File: src/rtl/pio_pkg.sv
package pio_pkg;
    localparam int NPORT   = 8;
    localparam int BYTE_W  = 8;
    localparam int NCTRL   = 3;
    localparam int IDX_W   = $clog2(NPORT);
    localparam int NIB_W   = 4;

    typedef logic [BYTE_W-1:0] byte_t;

    typedef enum logic [1:0] {
        RG_PORT = 2'd0,
        RG_ID   = 2'd1,
        RG_CTRL = 2'd2,
        RG_DIR  = 2'd3
    } region_e;

    typedef struct packed {
        region_e          region;
        logic [IDX_W-1:0] idx;
        logic             wr_ok;
    } dec_t;

    typedef struct packed {
        logic [NPORT-1:0][BYTE_W-1:0] latch;
        logic [NPORT-1:0]             dir;
        byte_t                        ctrl;
    } regs_t;

    // Signature bytes, first byte at the lowest identification offset.
    localparam logic [4*BYTE_W-1:0] ID_WORD = 32'h5345_4741;
endpackage

File: src/rtl/pio_decode.sv
module pio_decode
    import pio_pkg::*;
(
    input  logic [NIB_W-1:0] nib,
    output dec_t             dec
);
    always_comb begin
        dec = '0;
        unique case (nib[3:2])
            2'b00, 2'b01: begin
                dec.region = RG_PORT;
                dec.idx    = nib[2:0];
                dec.wr_ok  = 1'b1;
            end
            2'b10: begin
                dec.region = RG_ID;
                dec.idx    = {1'b0, nib[1:0]};
                dec.wr_ok  = 1'b0;
            end
            default: begin
                // low bit picks direction vs control; bit 1 marks the writable alias
                dec.region = nib[0] ? RG_DIR : RG_CTRL;
                dec.idx    = '0;
                dec.wr_ok  = nib[1];
            end
        endcase
    end
endmodule

File: src/rtl/pio_id_rom.sv
module pio_id_rom
    import pio_pkg::*;
(
    input  logic [1:0] sel,
    output byte_t      id_byte
);
    always_comb begin
        id_byte = ID_WORD[(3 - sel) * BYTE_W +: BYTE_W];
    end
endmodule

File: src/rtl/pio_port_slice.sv
module pio_port_slice
    import pio_pkg::*;
(
    input  byte_t latch,
    input  logic  is_out,
    input  byte_t pin_in,
    output byte_t pin_out,
    output byte_t rd_val
);
    always_comb begin
        pin_out = is_out ? latch : '0;
        rd_val  = is_out ? latch : pin_in;
    end
endmodule

File: src/rtl/parallel_io_ctrl.sv
module parallel_io_ctrl
    import pio_pkg::*;
#(
    parameter int HOST_ADDR_W = 4
) (
    input  logic                     clk,
    input  logic                     rst,
    input  logic [HOST_ADDR_W-1:0]   bus_addr,
    input  logic                     bus_rd,
    input  logic                     bus_wr,
    input  logic [BYTE_W-1:0]        bus_wdata,
    output logic [BYTE_W-1:0]        bus_rdata,
    input  logic [NPORT*BYTE_W-1:0]  port_in,
    output logic [NPORT*BYTE_W-1:0]  port_out,
    output logic [NPORT-1:0]         port_oe,
    output logic [NCTRL-1:0]         ctrl_out
);
    regs_t r_d, r_q;
    dec_t  dec;
    byte_t id_byte;
    byte_t rd_val;
    logic [NPORT-1:0][BYTE_W-1:0] port_rd;

    pio_decode u_dec (
        .nib (bus_addr[NIB_W-1:0]),
        .dec (dec)
    );

    pio_id_rom u_id (
        .sel     (dec.idx[1:0]),
        .id_byte (id_byte)
    );

    for (genvar g = 0; g < NPORT; g++) begin : g_port
        pio_port_slice u_slice (
            .latch   (r_q.latch[g]),
            .is_out  (r_q.dir[g]),
            .pin_in  (port_in[g*BYTE_W +: BYTE_W]),
            .pin_out (port_out[g*BYTE_W +: BYTE_W]),
            .rd_val  (port_rd[g])
        );
    end

    always_comb begin
        r_d = r_q;
        if (bus_wr) begin
            unique case (dec.region)
                RG_PORT: r_d.latch[dec.idx] = bus_wdata;
                RG_CTRL: if (dec.wr_ok) r_d.ctrl = bus_wdata;
                RG_DIR:  if (dec.wr_ok) r_d.dir  = bus_wdata[NPORT-1:0];
                default: ;
            endcase
        end
        if (rst) begin
            r_d = '0;
        end
    end

    always_ff @(posedge clk) begin
        r_q <= r_d;
    end

    always_comb begin
        unique case (dec.region)
            RG_PORT: rd_val = port_rd[dec.idx];
            RG_ID:   rd_val = id_byte;
            RG_CTRL: rd_val = r_q.ctrl;
            default: rd_val = byte_t'(r_q.dir);
        endcase
        bus_rdata = bus_rd ? rd_val : '0;
    end

    assign port_oe  = r_q.dir;
    assign ctrl_out = r_q.ctrl[NCTRL-1:0];
endmodule

File: config.mk
export PLATFORM = sky130hd
export DESIGN_NAME = parallel_io_ctrl
export DESIGN_NICKNAME = d
export VERILOG_FILES = /design/src/rtl/pio_pkg.sv /design/src/rtl/pio_decode.sv /design/src/rtl/pio_id_rom.sv /design/src/rtl/pio_port_slice.sv /design/src/rtl/parallel_io_ctrl.sv
export SDC_FILE = /design/constraint.sdc
export NUM_CORES = 1
export LEC_CHECK = 0
export ABC_AREA = 1
export BUFFER_PORTS_ARGS = -buffer_cell sky130_fd_sc_hd__buf_2
export CAP_MARGIN = 20
export CORE_MARGIN = 2
export CORE_UTILIZATION = 38
export DETAILED_ROUTE_END_ITERATION = 12
export MAX_ROUTING_LAYER = met4
export PLACE_DENSITY = 0.7
export SLEW_MARGIN = 20
export SYNTH_ARGS = -nofsm -noshare
export SYNTH_HDL_FRONTEND = slang
export SYNTH_SLANG_ARGS = --single-unit
File: constraint.sdc
create_clock -name clk -period 1.56 [get_ports clk]
set_clock_uncertainty 0.2 [all_clocks]
set_input_delay 0.078 -clock clk [delete_from_list [all_inputs] [get_ports clk]]
set_output_delay 0.078 -clock clk [all_outputs]
set_load 0.01 [all_outputs]
==> run_results.csv <==
group,metric,value,unit
run_status,status,"finished, violations left",
run_status,violations,"negative setup slack",
place,gp_congestion,0.962,
logic_synthesis,synth_edf_count,0,
sta,fin_crit,1.97,ns
run,cap_violations,0,
worst_setup_path,arrival,1.69,ns
sta,clock.fmax,508,MHz
sta,final.period_utilization,126,%
clocking,clkLatencyLatePin,0.33,ns
worst_setup_path,setup.worst_path.start_class,"register",
floorplanning,core_area,12600,sq um
place,port_buffers,162,
worst_setup_path,crit_cells,10,
logic_synthesis,synth_cell_types,28,
global_route,antenna_found_initial,0,
global_route,grt-ovfl-total,0,
layout,instances_no_fill,1273,
logic_synthesis,syn_nets,901,
floorplanning,io_pins,163,
logic_synthesis,syn-cell-area,4870,sq um
sta,worst_pin_slew,0.382,ns
worst_setup_path,path_cells,"buf_6 -> nand2_4 -> nand2_2 -> nand2_2 -> nand3_2 -> nand3_2 -> nor2_2 -> nor2_1 -> nor2_1 -> buf_2",
floorplanning,initial_utilization,38.8,%
floorplanning,num_rows,41,
floorplanning,dieHeight,117,um
worst_setup_path,worstSetupPathType,"reg -> out",
floorplanning,die_x,117,um
logic_synthesis,synth_async_sr_flop_share,0,%
layout,fin_nets,1177,
place,placed_cells,1230,
routing,firstDrtPassIters,5,
logic_synthesis,ys_ff_latch,80,
clocking,cts_tree,"done",
logic_synthesis,syn_inst,820,
routing,drc,0,
worst_setup_path,worstRegToRegCells,4,
sta,setup_viol,8,
routing,vias_per_cell,4.78,
pwr,p_per_area,707,nW/um^2
pwr,p_leak,4.31,nW
clocking,root_buffer,"clkbuf_16",
place,place_ws,-0.227,ns
sta,rsz0062_at_grt,"yes",
sta,finalHoldViolCount,0,
sta,slew_headroom,74.5,%
routing,vias,6086,
worst_setup_path,cp.required,1.28,ns
worst_setup_path,path_buf_inv,2,
worst_setup_path,crit_fanout,5,
layout,drive_gt1_share,41.8,%
global_route,grt_pass1_wl,27000,um
clocking,cts.reportedPaths.clkPinSlew,0.07,ns
sta,setup_ws,-0.409,ns
place,dpl.hpwl,12700,um
logic_synthesis,syn_area_per_cell,5.94,sq um
min_path,holdPathStages,3,
floorplanning,die_area,13700,sq um
routing,routedWlPerCell,14.1,um
clocking,cts_buffer_depth,2,
min_path,hp-class,"in -> reg",
global_route,grt_use_total,26.6,%
global_route,grt_max_degree,81,
layout,n_fill_cell,1148,
worst_setup_path,crit_path_top_delay_cell,"dfxtp_4",
clocking,clock_sinks,80,
layout,seq_area,1630,sq um
worst_setup_path,cp_top_family,"simple AND/OR/NAND/NOR gates",
clocking,cts_buffers,9,
layout,multi_input_area,2920,sq um
pwr,report.power.total,0.00537,W
logic_synthesis,synth_ff_type,"dfxtp_1",
global_route,grt_pass1_vias,5458,
layout,area_growth,55.9,%
routing,drtIter0Drc,411,
layout,utilization,60.5,%
worst_setup_path,crit_path_end_kind,"primary output",
routing,wirelength,18000,um
worst_setup_path,max_stage_delay,0.39,ns
logic_synthesis,yosys_warnings,0,
pwr,ir_worst_vdd,0.585,mV
clocking,cts_max_level,3,
sta,slew_violations,0,
logic_synthesis,seq_area_frac_synth,32.9,%
routing,ant_nets,0,
layout,diodes,0,
[cell usage in the layout (no fill, tap or decap)]
cell | synthesis | final
a211oi_2 | 8 | 8
a21oi_1 | 75 | 74
a21oi_2 | 0 | 1
buf_12 | 1 | 7
buf_2 | 9 | 160
buf_4 | 11 | 118
buf_6 | 5 | 17
buf_8 | 0 | 1
bufinv_16 | 0 | 2
clkbuf_1 | 17 | 1
clkbuf_16 | 0 | 9
clkinv_2 | 2 | 6
clkinv_4 | 0 | 3
clkinvlp_4 | 0 | 2
dfxtp_1 | 80 | 72
dfxtp_2 | 0 | 2
dfxtp_4 | 0 | 6
dlygate4sd3_1 | 0 | 8
ha_1 | 1 | 1
inv_1 | 77 | 76
inv_2 | 9 | 10
inv_4 | 1 | 2
inv_6 | 1 | 3
nand2_1 | 392 | 342
nand2_2 | 3 | 48
nand2_4 | 5 | 10
nand3_1 | 42 | 18
nand3_2 | 0 | 24
nand3b_1 | 1 | 1
nand4_1 | 1 | 1
nor2_1 | 34 | 27
nor2_2 | 0 | 7
nor2_4 | 9 | 9
o21ai_0 | 23 | 11
o21ai_1 | 1 | 8
o21ai_2 | 0 | 5
o22ai_1 | 1 | 1
[cell usage after synthesis, types with 3 or more instances]
cell | count | area, sq um
a21oi_1 | 75 | 375
inv_1 | 77 | 289
clkinv_1 | 8 | 30.0
buf_4 | 11 | 82.6
o21ai_0 | 23 | 115
nor2_4 | 9 | 101
buf_2 | 9 | 45.0
nand2_1 | 392 | 1470
buf_6 | 5 | 56.3
inv_2 | 9 | 33.8
a211oi_2 | 8 | 100
nand3_1 | 42 | 210
clkbuf_1 | 17 | 63.8
nand2_4 | 5 | 56.3
dfxtp_1 | 80 | 1600
nor2_1 | 34 | 128
nand2_2 | 3 | 18.8
[repair_timing]
action	4_1_cts	5_1_grt
resized for setup	98	57
setup endpoints to repair	8	11
pin swaps	38	43
endpoints found under the hold margin	74	0
setup buffers	8	6
hold buffers	8	0
gates cloned	3	2
[worst paths after layout]
check | endpoint | from | slack (ns)
max reg2reg | port_oe[6] | port_oe[6] | 0.40
min reg2reg | r_q[73] | r_q[73] | 0.26
max | bus_rdata[4] | port_oe[5] | -0.41
min | r_q[57] | rst | 0.06
[cell families (layout without fill, tap and decap cells)]
logic type      count (synthesis)  count (layout)  synth area share (%)
simple gates                  487             487                  41.0
buf+inv                       144             425                  13.5
compound gates                108             108                  12.3
flops                          80              80                  32.9
fa+ha+maj                       1               1                 0.257
[sequential cells by signal (all words and copies together), names as in the netlist]
name and cells:
r_q 69, port_oe 8, ctrl_out 3
[metal layers]
metal / share of wire (%) / track usage (%)
met5: 0 / -
met4: 3.8 / 12.5
met3: 8.5 / 3.96
met2: 45 / 41.1
met1: 42 / 34.2
[where the power goes]
part	leakage [nW]	switching [W]	internal, W
clock	0.149	0.000894	0.00141
combinational	3.51	0.000584	0.000392
sequential	0.652	0.0000264	0.00207
total	4.31	0.00150	0.00387
[worst register-to-register path: stages, from the launching register on]
cell and delay [ns]:
dfxtp_4 0.38, clkinv_4 0.06, buf_6 0.13, buf_4 0.13, a211oi_2 0.19
[metrics by stage]
step | TNS [ns] | hold slack, ns | area [sq um]
floorplan | 0 | 0.0431 | 4870
global placement | -1.84 | 0.248 | 6620
detailed placement | -2.08 | 0.252 | 6620
CTS | -3.11 | 0.0592 | 7380
global route | -3.77 | 0.0668 | 7600
finish | -3.09 | 0.0555 | 7600
[cell type report]
class / instances / share of cell area, %
clock buffers: 10 / 3.01
clock inverters: 6 / 1.22
inverters: 98 / 5.27
multi-input cells: 596 / 38.5
flip-flops and latches: 80 / 21.4
well taps: 172 / 2.83
repair buffers: 311 / 27.8
Power figures use the tool's default switching activity.
